--- src/rtl/gpio_sc_pkg.sv ---
package gpio_sc_pkg;
  // Feature register index inside a bank (address bits 5:2)
  typedef enum logic [3:0] {
    FT_OUTV   = 4'd0,
    FT_INEN   = 4'd1,
    FT_OUTEN  = 4'd2,
    FT_OD     = 4'd3,
    FT_PU     = 4'd4,
    FT_PD     = 4'd5,
    FT_ININV  = 4'd6,
    FT_OUTINV = 4'd7,
    FT_INVAL  = 4'd8
  } feat_e;

  localparam int NUM_FEAT = 8;
endpackage

--- src/rtl/gpio_sc_decode.sv ---
module gpio_sc_decode #(
  parameter int ADDR_W    = 7,
  parameter int NUM_BANKS = 2,
  parameter int NUM_FEAT  = 8
) (
  input  logic                          wr_en,
  input  logic [ADDR_W-1:0]             addr,
  output logic [NUM_BANKS*NUM_FEAT-1:0] wr_sel
);
  localparam int REG_LSB  = 2;
  localparam int REG_W    = 4;
  localparam int BANK_LSB = REG_LSB + REG_W;

  logic [REG_W-1:0]           reg_idx;
  logic [ADDR_W-BANK_LSB-1:0] bank_idx;
  logic                       aligned;

  assign reg_idx  = addr[BANK_LSB-1:REG_LSB];
  assign bank_idx = addr[ADDR_W-1:BANK_LSB];
  assign aligned  = (addr[REG_LSB-1:0] == '0);

  always_comb begin
    wr_sel = '0;
    for (int b = 0; b < NUM_BANKS; b++) begin
      for (int f = 0; f < NUM_FEAT; f++) begin
        if (wr_en && aligned && (int'(bank_idx) == b) && (int'(reg_idx) == f))
          wr_sel[b*NUM_FEAT+f] = 1'b1;
      end
    end
  end
endmodule

--- src/rtl/gpio_sc_reg.sv ---
module gpio_sc_reg #(
  parameter int W = 16
) (
  input  logic         clk,
  input  logic         rst_n,
  input  logic         we,
  input  logic [W-1:0] set_mask,
  input  logic [W-1:0] clr_mask,
  output logic [W-1:0] q
);
  logic [W-1:0] q_nxt;

  always_comb begin
    q_nxt = (q | set_mask) & ~clr_mask;
  end

  always_ff @(posedge clk or negedge rst_n) begin
    if (!rst_n)  q <= '0;
    else if (we) q <= q_nxt;
  end


  set_applies_chk: assert property (@(posedge clk) disable iff (!rst_n)
    we |=> ((q & $past(set_mask & ~clr_mask)) == $past(set_mask & ~clr_mask)));

  clr_wins_chk: assert property (@(posedge clk) disable iff (!rst_n)
    we |=> ((q & $past(clr_mask)) == '0));

  hold_idle_chk: assert property (@(posedge clk) disable iff (!rst_n)
    !we |=> $stable(q));
endmodule

--- src/rtl/gpio_sc_pad.sv ---
module gpio_sc_pad #(
  parameter int W = 16
) (
  input  logic         clk,
  input  logic         rst_n,
  input  logic [W-1:0] outv,
  input  logic [W-1:0] outinv,
  input  logic [W-1:0] outen,
  input  logic [W-1:0] od,
  input  logic [W-1:0] inen,
  input  logic [W-1:0] ininv,
  input  logic [W-1:0] pin,
  output logic [W-1:0] pout,
  output logic [W-1:0] poe,
  output logic [W-1:0] inval
);
  for (genvar i = 0; i < W; i++) begin : g_pin
    logic lvl;
    assign lvl      = outv[i] ^ outinv[i];
    assign pout[i]  = lvl;
    assign poe[i]   = outen[i] & (~od[i] | ~lvl);
    assign inval[i] = (pin[i] ^ ininv[i]) & inen[i];


    od_high_chk: assert property (@(posedge clk) disable iff (!rst_n)
      (poe[i] && od[i]) |-> !pout[i]);

    oe_gate_chk: assert property (@(posedge clk) disable iff (!rst_n)
      !outen[i] |-> !poe[i]);
  end
endmodule

--- src/rtl/gpio_sc_ctrl.sv ---
module gpio_sc_ctrl
  import gpio_sc_pkg::*;
#(
  parameter int PINS_PER_BANK = 16,
  parameter int NUM_BANKS     = 2,
  parameter int ADDR_W        = 7
) (
  input  logic                               clk,
  input  logic                               rst_n,
  input  logic                               wr_en,
  input  logic [ADDR_W-1:0]                  addr,
  input  logic [2*PINS_PER_BANK-1:0]         wdata,
  output logic [2*PINS_PER_BANK-1:0]         rdata,
  input  logic [NUM_BANKS*PINS_PER_BANK-1:0] pad_in,
  output logic [NUM_BANKS*PINS_PER_BANK-1:0] pad_out,
  output logic [NUM_BANKS*PINS_PER_BANK-1:0] pad_oe,
  output logic [NUM_BANKS*PINS_PER_BANK-1:0] pad_pu,
  output logic [NUM_BANKS*PINS_PER_BANK-1:0] pad_pd
);
  localparam int PB       = PINS_PER_BANK;
  localparam int DATA_W   = 2 * PB;
  localparam int BANK_LSB = 6;

  // reset: asserted asynchronously, released on the clock
  logic [1:0] rst_sync;
  logic       rst_i_n;

  always_ff @(posedge clk or negedge rst_n) begin
    if (!rst_n) rst_sync <= 2'b00;
    else        rst_sync <= {rst_sync[0], 1'b1};
  end
  assign rst_i_n = rst_sync[1];

  logic [NUM_BANKS*NUM_FEAT-1:0] wr_sel;
  logic [PB-1:0]                 feat_q [NUM_BANKS][NUM_FEAT];
  logic [PB-1:0]                 in_val [NUM_BANKS];

  gpio_sc_decode #(
    .ADDR_W(ADDR_W), .NUM_BANKS(NUM_BANKS), .NUM_FEAT(NUM_FEAT)
  ) i_dec (
    .wr_en(wr_en), .addr(addr), .wr_sel(wr_sel)
  );

  for (genvar b = 0; b < NUM_BANKS; b++) begin : g_bank
    for (genvar f = 0; f < NUM_FEAT; f++) begin : g_feat
      gpio_sc_reg #(.W(PB)) i_reg (
        .clk(clk), .rst_n(rst_i_n), .we(wr_sel[b*NUM_FEAT+f]),
        .set_mask(wdata[PB-1:0]), .clr_mask(wdata[DATA_W-1:PB]),
        .q(feat_q[b][f])
      );
    end

    gpio_sc_pad #(.W(PB)) i_pad (
      .clk(clk), .rst_n(rst_i_n),
      .outv(feat_q[b][FT_OUTV]),   .outinv(feat_q[b][FT_OUTINV]),
      .outen(feat_q[b][FT_OUTEN]), .od(feat_q[b][FT_OD]),
      .inen(feat_q[b][FT_INEN]),   .ininv(feat_q[b][FT_ININV]),
      .pin(pad_in[b*PB +: PB]),
      .pout(pad_out[b*PB +: PB]),  .poe(pad_oe[b*PB +: PB]),
      .inval(in_val[b])
    );

    assign pad_pu[b*PB +: PB] = feat_q[b][FT_PU];
    assign pad_pd[b*PB +: PB] = feat_q[b][FT_PD];
  end

  // read path
  logic [3:0]                 rd_reg;
  logic [ADDR_W-BANK_LSB-1:0] rd_bank;

  assign rd_reg  = addr[BANK_LSB-1:2];
  assign rd_bank = addr[ADDR_W-1:BANK_LSB];

  always_comb begin
    rdata = '0;
    for (int b = 0; b < NUM_BANKS; b++) begin
      if (int'(rd_bank) == b && addr[1:0] == 2'b00) begin
        for (int f = 0; f < NUM_FEAT; f++)
          if (int'(rd_reg) == f) rdata[PB-1:0] = feat_q[b][f];
        if (rd_reg == FT_INVAL) rdata[PB-1:0] = in_val[b];
      end
    end
  end


  upper_zero_chk: assert property (@(posedge clk) disable iff (!rst_i_n)
    rdata[DATA_W-1:PB] == '0);

  pull_follow_chk: assert property (@(posedge clk) disable iff (!rst_i_n)
    (wr_en && addr == 7'h10 && wdata[0] && !wdata[PB]) |=> pad_pu[0]);
endmodule

--- config.mk ---
export PLATFORM = sky130hd
export DESIGN_NAME = gpio_sc_ctrl
export DESIGN_NICKNAME = d
export VERILOG_FILES = /design/src/rtl/gpio_sc_pkg.sv /design/src/rtl/gpio_sc_decode.sv /design/src/rtl/gpio_sc_reg.sv /design/src/rtl/gpio_sc_pad.sv /design/src/rtl/gpio_sc_ctrl.sv
export SDC_FILE = /design/constraint.sdc
export NUM_CORES = 1
export LEC_CHECK = 0
export ABC_AREA = 1
export BUFFER_PORTS_ARGS = -buffer_cell sky130_fd_sc_hd__buf_2
export CELL_PAD_IN_SITES_DETAIL_PLACEMENT = 1
export CELL_PAD_IN_SITES_GLOBAL_PLACEMENT = 1
export CORE_ASPECT_RATIO = 1.75
export CORE_MARGIN = 2
export CORE_UTILIZATION = 30
export CTS_CLUSTER_DIAMETER = 50
export DETAILED_ROUTE_END_ITERATION = 8
export GPL_ROUTABILITY_DRIVEN = 0
export PLACE_DENSITY = 0.63
export SLEW_MARGIN = 20
export SYNTH_ARGS = -nofsm -noshare
export SYNTH_HDL_FRONTEND = slang
export SYNTH_SLANG_ARGS = --single-unit
export TNS_END_PERCENT = 5
--- constraint.sdc ---
create_clock -name clk -period 7.8 [get_ports clk]
set_clock_uncertainty 0.15 [all_clocks]
set_input_delay 1.17 -clock clk [delete_from_list [all_inputs] [get_ports clk]]
set_output_delay 1.17 -clock clk [all_outputs]
set_load 0.1 [all_outputs]
Word-level counts from Yosys, hierarchy flattened
Index checks and enable logic that the tools add are counted.
{"block": "totals", "reg_bits": 258, "elab_cells": 342, "output_inout_bits": 160}
{"block": "op_classes", "muxes": 36, "n_bitwise": 258, "reduce_logical": 23, "n_eq_ne": 8}
{"operator": "two-way mux 16 bit", "n": 20}
{"operator": "bitwise AND 16 bit", "n": 16}
{"operator": "bitwise OR 16 bit", "n": 16}
{"operator": "NOT 1 bit", "n": 65}
{"operator": "bitwise AND 1 bit", "n": 64}
{"operator": "XOR 1 bit", "n": 64}
{"operator": "bitwise OR 1 bit", "n": 32}
{"operator": "logical AND 1 bit", "n": 21}
{"operator": "equality test 4 bit, second input constant", "n": 5}
{"operator": "two-way mux 1 bit", "n": 16}
{"operator": "NOT 16 bit", "n": 1}
{"operator": "equality test 4 x 3 -> 1 bit, second input constant", "n": 2}
{"operator": "equality test 4 x 2 -> 1 bit, second input constant", "n": 1}
{"operator": "zero test 4 bit", "n": 1}
{"operator": "zero test 2 bit", "n": 1}

Depth between registers and ports, before layout
Gate-level depths: netlist of run 1.
{"block": "depth", "depth_word": 21, "ltp_mapped": 25}

Hierarchy
A second synthesis of run 1 with hierarchy kept.
{"block": "unflattened", "hier_cells": 3034, "area_unflattened_um2": 18111.1}
{"mod": "gpio_sc_reg", "area_each_um2": 790.8, "seq_area_each_um2": 400.4, "cells_each": 115, "instances": 16}
{"mod": "gpio_sc_ctrl", "area_each_um2": 3609.7, "seq_area_each_um2": 50.0, "cells_each": 804, "instances": 1}
{"mod": "gpio_sc_pad", "area_each_um2": 840.8, "seq_area_each_um2": 0.0, "cells_each": 176, "instances": 2}
{"mod": "gpio_sc_decode", "area_each_um2": 167.7, "seq_area_each_um2": 0.0, "cells_each": 38, "instances": 1}

Worst setup path before layout of run 1
OpenSTA, ideal clock, no wires.
{"block": "synth_timing", "path_type": "in2out", "start": "input port addr[1]", "end": "output port rdata[12]", "arrival_ns": 3.228, "slack_ns": 3.252, "path_stages": 20, "required_ns": 6.480, "path_cell_list": "nor2_1 > inv_1 > nor2_1 > inv_1 > clkbuf_1 > a21oi_1 > nand3_1 > nand2_1 > nand2_1 > nand2_1 > nand2_1 > nand2_1 > nand2_1 > nand2_1 > nand2_1 > nand2_1 > nand2_1 > nand2_1 > nand2_1 > nand2_1"}
{"block": "synth_via", "elab_chain_cells": 13}
{"item": "start: declaration", "line": "gpio_sc_ctrl.sv:11", "source": "input logic [ADDR_W-1:0] addr,"}
{"item": "zero test 2 bit (*)", "line": "gpio_sc_ctrl.sv:77", "source": "if (int'(rd_bank) == b && addr[1:0] == 2'b00) begin"}
{"item": "logical AND 1 bit", "line": "gpio_sc_ctrl.sv:77"}
{"item": "two-way mux 16 bit", "line": "gpio_sc_ctrl.sv:77"}
{"item": "two-way mux 16 bit (8 in a row)", "line": "gpio_sc_ctrl.sv:79", "source": "if (int'(rd_reg) == f) rdata[PB-1:0] = feat_q[b][f];"}
{"item": "two-way mux 16 bit", "line": "gpio_sc_ctrl.sv:80", "source": "if (rd_reg == FT_INVAL) rdata[PB-1:0] = in_val[b];"}
{"item": "two-way mux 16 bit (*)", "line": "gpio_sc_ctrl.sv:77"}
{"item": "end: declaration", "line": "gpio_sc_ctrl.sv:13", "source": "output logic [2*PINS_PER_BANK-1:0] rdata,"}
Mark *: on every way between the ends. The rest lies on a longest branch, timed or not.

Worst setup path in the final report of run 1
{"block": "layout_timing", "start": "input port addr[5]", "end": "output port rdata[10]"}
{"block": "layout_via", "elab_chain_cells": 21}
{"item": "zero test 4 bit", "line": "gpio_sc_ctrl.sv:79"}
{"item": "two-way mux 16 bit (8 in a row)", "line": "gpio_sc_ctrl.sv:79"}
{"item": "two-way mux 16 bit", "line": "gpio_sc_ctrl.sv:80"}
{"item": "two-way mux 16 bit", "line": "gpio_sc_ctrl.sv:77"}
{"item": "two-way mux 16 bit (8 in a row)", "line": "gpio_sc_ctrl.sv:79"}
{"item": "two-way mux 16 bit", "line": "gpio_sc_ctrl.sv:80"}
{"item": "two-way mux 16 bit (*)", "line": "gpio_sc_ctrl.sv:77"}
Marks and branches as above.

==> flow_summary.toml, run 1 <==
[synthesis]
synth_seq_cells = 258
yosysWarnings = 0
synth_edf_count = 0
ys_types = 28
syn-cell-area_mm2 = 0.0148
yosysSeqAreaShare = 0.438
synthFlopType = "dfrtp_1"
synth_top_area_frac = 0.438
async_reset_ff_frac = 1.00
synth_top_area_cell = "dfrtp_1"
syn_avg_cell_area_um2 = 7.42
synth_area_leaders = "dfrtp_1 44%, a21oi_1 19%, nand2_1 11%"
synth_cells = 1987

[finish]
final_cell_mix = "572 x a21oi_1, 435 x nand2_1, 257 x dfrtp_1, 217 x buf_2, 135 x inv_1"
drive_above_1_share = 0.175
nFillCells = 6009
syn_to_final_growth_pct = 11.5
final_common_cell = "a21oi_1"
layout.nets = 2084
diodes = 0

[grt]
antenna_found_initial = 1
grt_max_degree = 72
grt_pass1_wl_um = 86700
grt_pass1_vias = 14000
overflow = 0
track_usage = 0.222

[setup_path]
reg2reg_to = "g_bank[0].g_feat[0].i_reg.q[6]"
timing.rr.start = "rst_sync[1]"
worst-path-buf-inv = 6
max_stage_delay_ps = 760
cp-endpoint = "rdata[10]"
crit_arrival_ps = 4860
cp.depth = 27
critPathTopFamily = "simple AND/OR/NAND/NOR gates"
required_ps = 6480
setup.worst_path.class = "input pin to output port"
crit_start = "addr[5]"
critPathCaptureType = "output port"
cp_max_fo = 28
cp_common_cell = "nand2_1"
regToRegSetupSlack_ps = 5720
r2r_cells = 1
startpoint_type = "input pin"
crit_slowest_cell = "inv_2"

[clock_network]
ctsHoldBuffers = 0
clock-sinks = 258
path_clk_slew_ps = 60
cts_tree = "built"
clk_latency_ps = 550
root_buffer = "clkbuf_16"
postCtsResizedCells = 0
cts_setup_buffers = 0
htreeDepth = 1
clockBufferDepth = 3
cts_buffers = 29

[sta]
tightest_slew_ps = 1020
setup_viol_count_final = 0
layout_setup_ws_ps = 1620
fmax_mhz = 162
maxSlewHeadroom = 0.318
hold_violations = 0
rsz0062_at_grt = "no"
min_period_ps = 6180
hold_slack_ps = 202
maxSlewViolCount = 0
post-route-period-util = 0.793
finalSetupTns_ps = 0

[power_and_ir_drop]
switching_share = 0.391
ir_drop_v = 0.000138
p_int_mw = 2.46
p_per_area_mw_per_mm2 = 246
switchingPower_mw = 1.58
leakage_nw = 8.71
seq_power_share = 0.387
comb_power_share = 0.257
clkPwrFrac = 0.355

[outcome]
status = "complete, no violations"

[die]
design.core.area_mm2 = 0.0486
chipWidth_um = 172
die_y_um = 297
pin_count = 234
row_count = 107
dieArea_mm2 = 0.0510
start_util = 0.304

[routing]
viasPerCell = 5.07
vias = 13600
wire_per_inst_um = 21.2
drcViolationCount = 0
routed_wl_um = 57100
drtIter0Drc = 868
ant_nets = 0
dr.pass1.iters = 4

[run]
cap_viol_max_count = 0

[hold_path]
hold_class = "flip-flop to flip-flop"

[place]
hpwl_um = 40300
port_buffers = 217
pre_cts_slack_ps = 1670
layer usage:
layer / vias up / GRT usage / part of all wire
met3: 77 / 0.0262 / 0.050
met2: 412 / 0.374 / 0.48
met1: 6741 / 0.292 / 0.43
met5: - / 0 / 0
li1: 6391 / - / -
met4: 0 / 0.0734 / 0.032
cells in the mapped netlist (19+ instances only):
cell type / number
a21oi_1: 572
nand4_1: 19
nand2_1: 435
buf_4: 118
buf_2: 21
dfrtp_1: 258
buf_1: 20
o21ai_0: 38
xor2_1: 49
inv_1: 135
nand3_1: 65
or2_2: 30
clkbuf_1: 104
nor2_1: 88
power by group through the flow:
stage / registers (mW) / clock network [mW] / logic, mW
finish: 1.57 / 1.44 / 1.04
global route: 1.58 / 1.51 / 1.10
CTS: 1.57 / 1.47 / 1.04
detailed placement: 1.59 / 0 / 1.04
global placement: 1.59 / 0 / 1.03
floorplan: 1.56 / 0 / 0.913
cell families (layout without fill, tap and decap cells):
family                 count (synthesis)  in the layout  synth area share
buffers and inverters                408            437             0.137
AO/OA/AOI/OAI                        618            618             0.211
AND/OR/NAND/NOR                      652            652             0.184
other                                  2             17          0.000509
flip-flops                           258            258             0.438
XOR/XNOR                              49             49            0.0291
worst min path at each step:
stage / start / slack [ps] / endpoint / cells after the start
6_report: rst_sync[0] / 200 / rst_sync[1] / 0
3_5_place_dp: rst_sync[0] / 190 / rst_sync[1] / 0
5_1_grt: rst_n / 220 / rst_sync[1] / 1
2_1_floorplan: rst_sync[0] / 180 / rst_sync[1] / 0
4_1_cts: rst_n / 200 / rst_sync[1] / 1
3_3_place_gp: rst_sync[0] / 190 / rst_sync[1] / 0
cell type report:
cell class / count / area (um^2) / share of cell area
multi-input combinational: 1336 / 6370 / 0.388
tap: 654 / 818 / 0.0498
timing repair buffer: 243 / 1280 / 0.0779
clock inverter: 11 / 145 / 0.00883
sequential: 258 / 6460 / 0.393
inverter: 142 / 534 / 0.0325
clock buffer: 41 / 831 / 0.0505
state kept, by name, indices dropped and copies added, names as in the netlist:
register	flops
g_bank.g_feat.i_reg.q	256
rst_sync	2
stage by stage:
step / utilization / power, mW / std cells / area (um^2)
2_1_floorplan: - / 2.47 / 2002 / 14800
4_1_cts: 0.338 / 4.08 / 2685 / 16400
5_1_grt: 0.338 / 4.20 / 2685 / 16400
3_5_place_dp: 0.318 / 2.63 / 2633 / 15500
3_3_place_gp: 0.318 / 2.61 / 2633 / 15500
6_report: 0.338 / 4.04 / 2685 / 16400
(Power assumes the default switching activity.)
==> inputs of run 2 (changes only) <==
clock period = 5 ns   (was 7.8 ns; I/O delays follow)
==> run 2 against run 1 <==
Against the previous run:
- design area up 0.88%
- sequential power is 55% higher
- cell count grew 0.52%
- total power is 56% higher
- sequential cell count did not move
- non-clock buffer count is 13 higher
==> flow_summary.toml, run 2 (synthesized netlist as in run 1, its figures left out) <==
[outcome]
status = "complete, no violations"

[sta]
tightest_slew_ps = 682
hold_violations = 0
post-route-period-util = 0.923
rsz0062_at_grt = "no"
min_period_ps = 4620
setup_viol_count_final = 0
layout_setup_ws_ps = 385
finalSetupTns_ps = 0
maxSlewHeadroom = 0.545
maxSlewViolCount = 0
hold_slack_ps = 152
fmax_mhz = 217

[finish]
layout.nets = 2097
diodes = 0
final_cell_mix = "572 x a21oi_1, 435 x nand2_1, 257 x dfrtp_1, 216 x buf_2, 135 x inv_1"
top_register = "g_bank.g_feat.i_reg.q"
syn_to_final_growth_pct = 12.5
stdcell_area_mm2 = 0.0166
reg.largest.list = "g_bank.g_feat.i_reg.q (256), rst_sync (2)"
final_common_cell = "a21oi_1"
drive_above_1_share = 0.181
largest_reg_flops = 256
fin_cells = 2699
post-route-util = 0.341

[place]
placed_cell_area_mm2 = 0.0156
port_buffers = 217
dp_cells = 2644
hpwl_um = 40900
pre_cts_slack_ps = 388

[clock_network]
cts_setup_buffers = 0
path_clk_slew_ps = 70
htreeDepth = 1
clk_latency_ps = 550
postCtsResizedCells = 0
ctsHoldBuffers = 1
root_buffer = "clkbuf_16"
cts_buffers = 29
clock-sinks = 258
cts_tree = "built"
clockBufferDepth = 3

[setup_path]
startpoint_type = "input pin"
required_ps = 4100
cp_max_fo = 15
critPathCaptureType = "output port"
crit_arrival_ps = 3720
setup.worst_path.class = "input pin to output port"

[power_and_ir_drop]
leakage_nw = 8.80
seq_power_share = 0.386
p_per_area_mw_per_mm2 = 380
switchingPower_mw = 2.49
ir_drop_v = 0.000192
clkPwrFrac = 0.354
p_int_mw = 3.81
comb_power_share = 0.260
switching_share = 0.395
finalPower_mw = 6.30

[grt]
grt_pass1_vias = 13900
antenna_found_initial = 0
grt_pass1_wl_um = 86100
grt_max_degree = 177
track_usage = 0.220
overflow = 0

[hold_path]
hold_class = "flip-flop to async pin"

[die]
design.core.area_mm2 = 0.0486
die_y_um = 297
chipWidth_um = 172
start_util = 0.304
dieArea_mm2 = 0.0510
row_count = 107
pin_count = 234

[routing]
drtIter0Drc = 821
drcViolationCount = 0
ant_nets = 0
routed_wl_um = 56800
dr.pass1.iters = 5
viasPerCell = 5.06
wire_per_inst_um = 21.0
vias = 13700

[run]
cap_viol_max_count = 0
==> run 2: changes by cell type in the layout (fill, tap and decap cells not counted), moves of 2 or more <==
cell,previous run,this run
buf_4,26,36
buf_12,0,2
clkbuf_1,6,4
clkinv_2,4,6
clkinvlp_4,3,1
inv_6,1,3
==> run 2: final timing paths <==
path                             start                               to  slack (ps)  depth (start not counted)
max in group asynchronous  rst_sync[1]  g_bank[1].g_feat[3].i_reg.q[15]        3170                          2
max                            addr[4]                        rdata[12]         380                         26
max reg2reg                rst_sync[1]  g_bank[1].g_feat[3].i_reg.q[15]        3170                          2
min reg2reg                rst_sync[1]   g_bank[0].g_feat[7].i_reg.q[9]         150                          0
min in group clk           rst_sync[0]                      rst_sync[1]         200                          0
min                        rst_sync[1]   g_bank[0].g_feat[7].i_reg.q[9]         150                          0
==> run 2: routing by layer <==
layer	vias to the layer above	share of wire	global-route usage	wire (um)
met1	6699	0.43	0.292	24400
met2	446	0.48	0.368	27300
li1	6423	-	-	-
met4	0	0.032	0.0710	1830
met3	91	0.056	0.0259	3180
met5	-	0	0	0
==> run 2: area by class of cell <==
class	instances	area, um^2
clock buffers	40	837
flip-flops and latches	258	6460
well taps	654	818
fillers	6003	32000
clock inverters	13	136
multi-input cells	1336	6370
inverters	142	534
repair buffers	256	1430
==> run 2: worst max-delay path, stage by stage <==
cell     delay [ps]
buf_2           130
nor2_4          240
nand2_2         100
inv_2           360
buf_4           290
nand2_1          70
nand2_1          90
nor2_1           40
nand4_1         110
nand2_1          70
nand2_1          90
nand3_1          90
nand2_1          90
nand2_1          60
nand2_1          80
nand2_1          60
nand2_1          70
nand2_1          50
nand2_1          60
nand2_1          50
nand2_1          50
nand2_1          60
nand2_1          50
nand2_1          50
nand2_1          90
buf_2           450
==> run 2: power groups by stage <==
stage               Combinational (mW)  Sequential [mW]  Clock (mW)
floorplan                         1.42             2.43           0
global placement                  1.61             2.46           0
detailed placement                1.63             2.47           0
CTS                               1.64             2.43        2.28
global route                      1.73             2.46        2.36
finish                            1.63             2.43        2.23
==> inputs of run 3 (changes only) <==
GPL_TIMING_DRIVEN = 1   (was unset)
REMOVE_ABC_BUFFERS = 1   (was unset)
==> run 3 against run 2 <==
Against the previous run:
- first-iteration DRC count up 7.7%
- cell count about the same
- total power rose by 0.50%
- non-clock buffer count rose by 1
- count of clock-buffer cells in the layout increased by 1
- routed wire length increased by 10%
- fmax increased by 4.4%
- sequential cell count is the same
- register-to-register slack improved by 360 ps
- clock power about the same
- combinational power about the same
==> flow_summary.toml, run 3 (synthesized netlist as in run 1, its figures left out) <==
[setup_path]
worst-path-buf-inv = 4
startpoint_type = "input pin"
setup.worst_path.class = "input pin to output port"
max_stage_delay_ps = 620
cp_max_fo = 15
critPathCaptureType = "output port"
crit_arrival_ps = 3520
critPathTopFamily = "simple AND/OR/NAND/NOR gates"
crit_slowest_cell = "inv_1"
required_ps = 4100
path_cells = "buf_2 -> nor2_1 -> inv_1 -> nor2_1 -> inv_1 -> a21oi_1 -> nand3_1 -> nand2_1 -> nand2_1 -> nand2_1 -> nand2_1 -> nand2_1 -> nand2_1 -> nand2_1 -> nand2_1 -> nand2_1 -> nand2_1 -> nand2_1 -> nand2_1 -> nand2_1 -> buf_12"
cp_common_cell = "nand2_1"

[sta]
fmax_mhz = 226
post-route-period-util = 0.884
layout_setup_ws_ps = 578
maxSlewHeadroom = 0.186
tightest_slew_ps = 1220
hold_violations = 0
min_period_ps = 4420
setup_viol_count_final = 0
maxSlewViolCount = 0
hold_slack_ps = 151
rsz0062_at_grt = "no"
finalSetupTns_ps = 0

[finish]
final_cell_mix = "572 x a21oi_1, 434 x nand2_1, 257 x dfrtp_1, 201 x buf_2, 134 x inv_1"
largest_reg_flops = 256
final_common_cell = "a21oi_1"
reg.largest.list = "g_bank.g_feat.i_reg.q (256), rst_sync (2)"
syn_to_final_growth_pct = 15.2
fin_cells = 2700
stdcell_area_mm2 = 0.0170
drive_above_1_share = 0.180
post-route-util = 0.350
layout.nets = 2098
top_register = "g_bank.g_feat.i_reg.q"

[place]
pre_cts_slack_ps = 581
hpwl_um = 41400
port_buffers = 217
placed_cell_area_mm2 = 0.0159
dp_cells = 2643

[clock_network]
cts_setup_buffers = 0
ctsHoldBuffers = 1
root_buffer = "clkbuf_16"
clockBufferDepth = 3
clk_latency_ps = 580
path_clk_slew_ps = 60
htreeDepth = 1
clock-sinks = 258
cts_buffers = 29
postCtsResizedCells = 0
cts_tree = "built"

[power_and_ir_drop]
p_int_mw = 3.84
leakage_nw = 8.85
ir_drop_v = 0.000235
clkPwrFrac = 0.354
switchingPower_mw = 2.49
switching_share = 0.393
seq_power_share = 0.385
p_per_area_mw_per_mm2 = 372
comb_power_share = 0.262
finalPower_mw = 6.33

[die]
start_util = 0.304
dieArea_mm2 = 0.0510
row_count = 107
pin_count = 234
die_y_um = 297
chipWidth_um = 172
design.core.area_mm2 = 0.0486

[hold_path]
hold_class = "flip-flop to async pin"

[routing]
drtIter0Drc = 884
drcViolationCount = 0
dr.pass1.iters = 5
wire_per_inst_um = 23.2
vias = 14100
routed_wl_um = 62500
viasPerCell = 5.24
ant_nets = 0

[grt]
track_usage = 0.245
antenna_found_initial = 3
overflow = 0
grt_pass1_wl_um = 94000
grt_pass1_vias = 14900
grt_max_degree = 106

[run]
cap_viol_max_count = 0

[outcome]
status = "complete, no violations"
==> run 3: final timing paths <==
| path | endpoint | depth (start not counted) | startpoint | slack, ps |
|---|---|---|---|---|
| max reg2reg | g_bank[0].g_feat[2].i_reg.q[12] | 1 | rst_sync[1] | 3530 |
| min in group clk | rst_sync[1] | 0 | rst_sync[0] | 210 |
| max | rdata[4] | 21 | addr[1] | 580 |
| max in group asynchronous | g_bank[0].g_feat[2].i_reg.q[12] | 1 | rst_sync[1] | 3530 |
| min | g_bank[1].g_feat[5].i_reg.q[5] | 0 | rst_sync[1] | 150 |
| min reg2reg | g_bank[1].g_feat[5].i_reg.q[5] | 0 | rst_sync[1] | 150 |
==> run 3: cell type report <==
cell class | count | area [um^2]
fill | 5977 | 31600
timing repair buffer | 257 | 1750
sequential | 258 | 6460
inverter | 142 | 534
clock buffer | 41 | 821
tap | 654 | 818
clock inverter | 10 | 138
antenna | 2 | 5.00
multi-input combinational | 1336 | 6470
==> run 3: power by group through the flow <==
| stage | combinational [mW] | sequential, mW | clock [mW] |
|---|---|---|---|
| final | 1.66 | 2.43 | 2.24 |
| after global routing | 1.75 | 2.46 | 2.35 |
| after CTS | 1.66 | 2.44 | 2.28 |
| after detailed placement | 1.65 | 2.48 | 0 |
| after global placement | 1.63 | 2.47 | 0 |
| after floorplan | 0.908 | 2.75 | 0 |
==> run 3: metal layers <==
metal / share of wire / track usage / up-vias
li1: - / - / 6426
met1: 0.40 / 0.297 / 7202
met2: 0.52 / 0.436 / 395
met3: 0.044 / 0.0254 / 113
met4: 0.037 / 0.0962 / 2
met5: 0.00021 / 0 / -
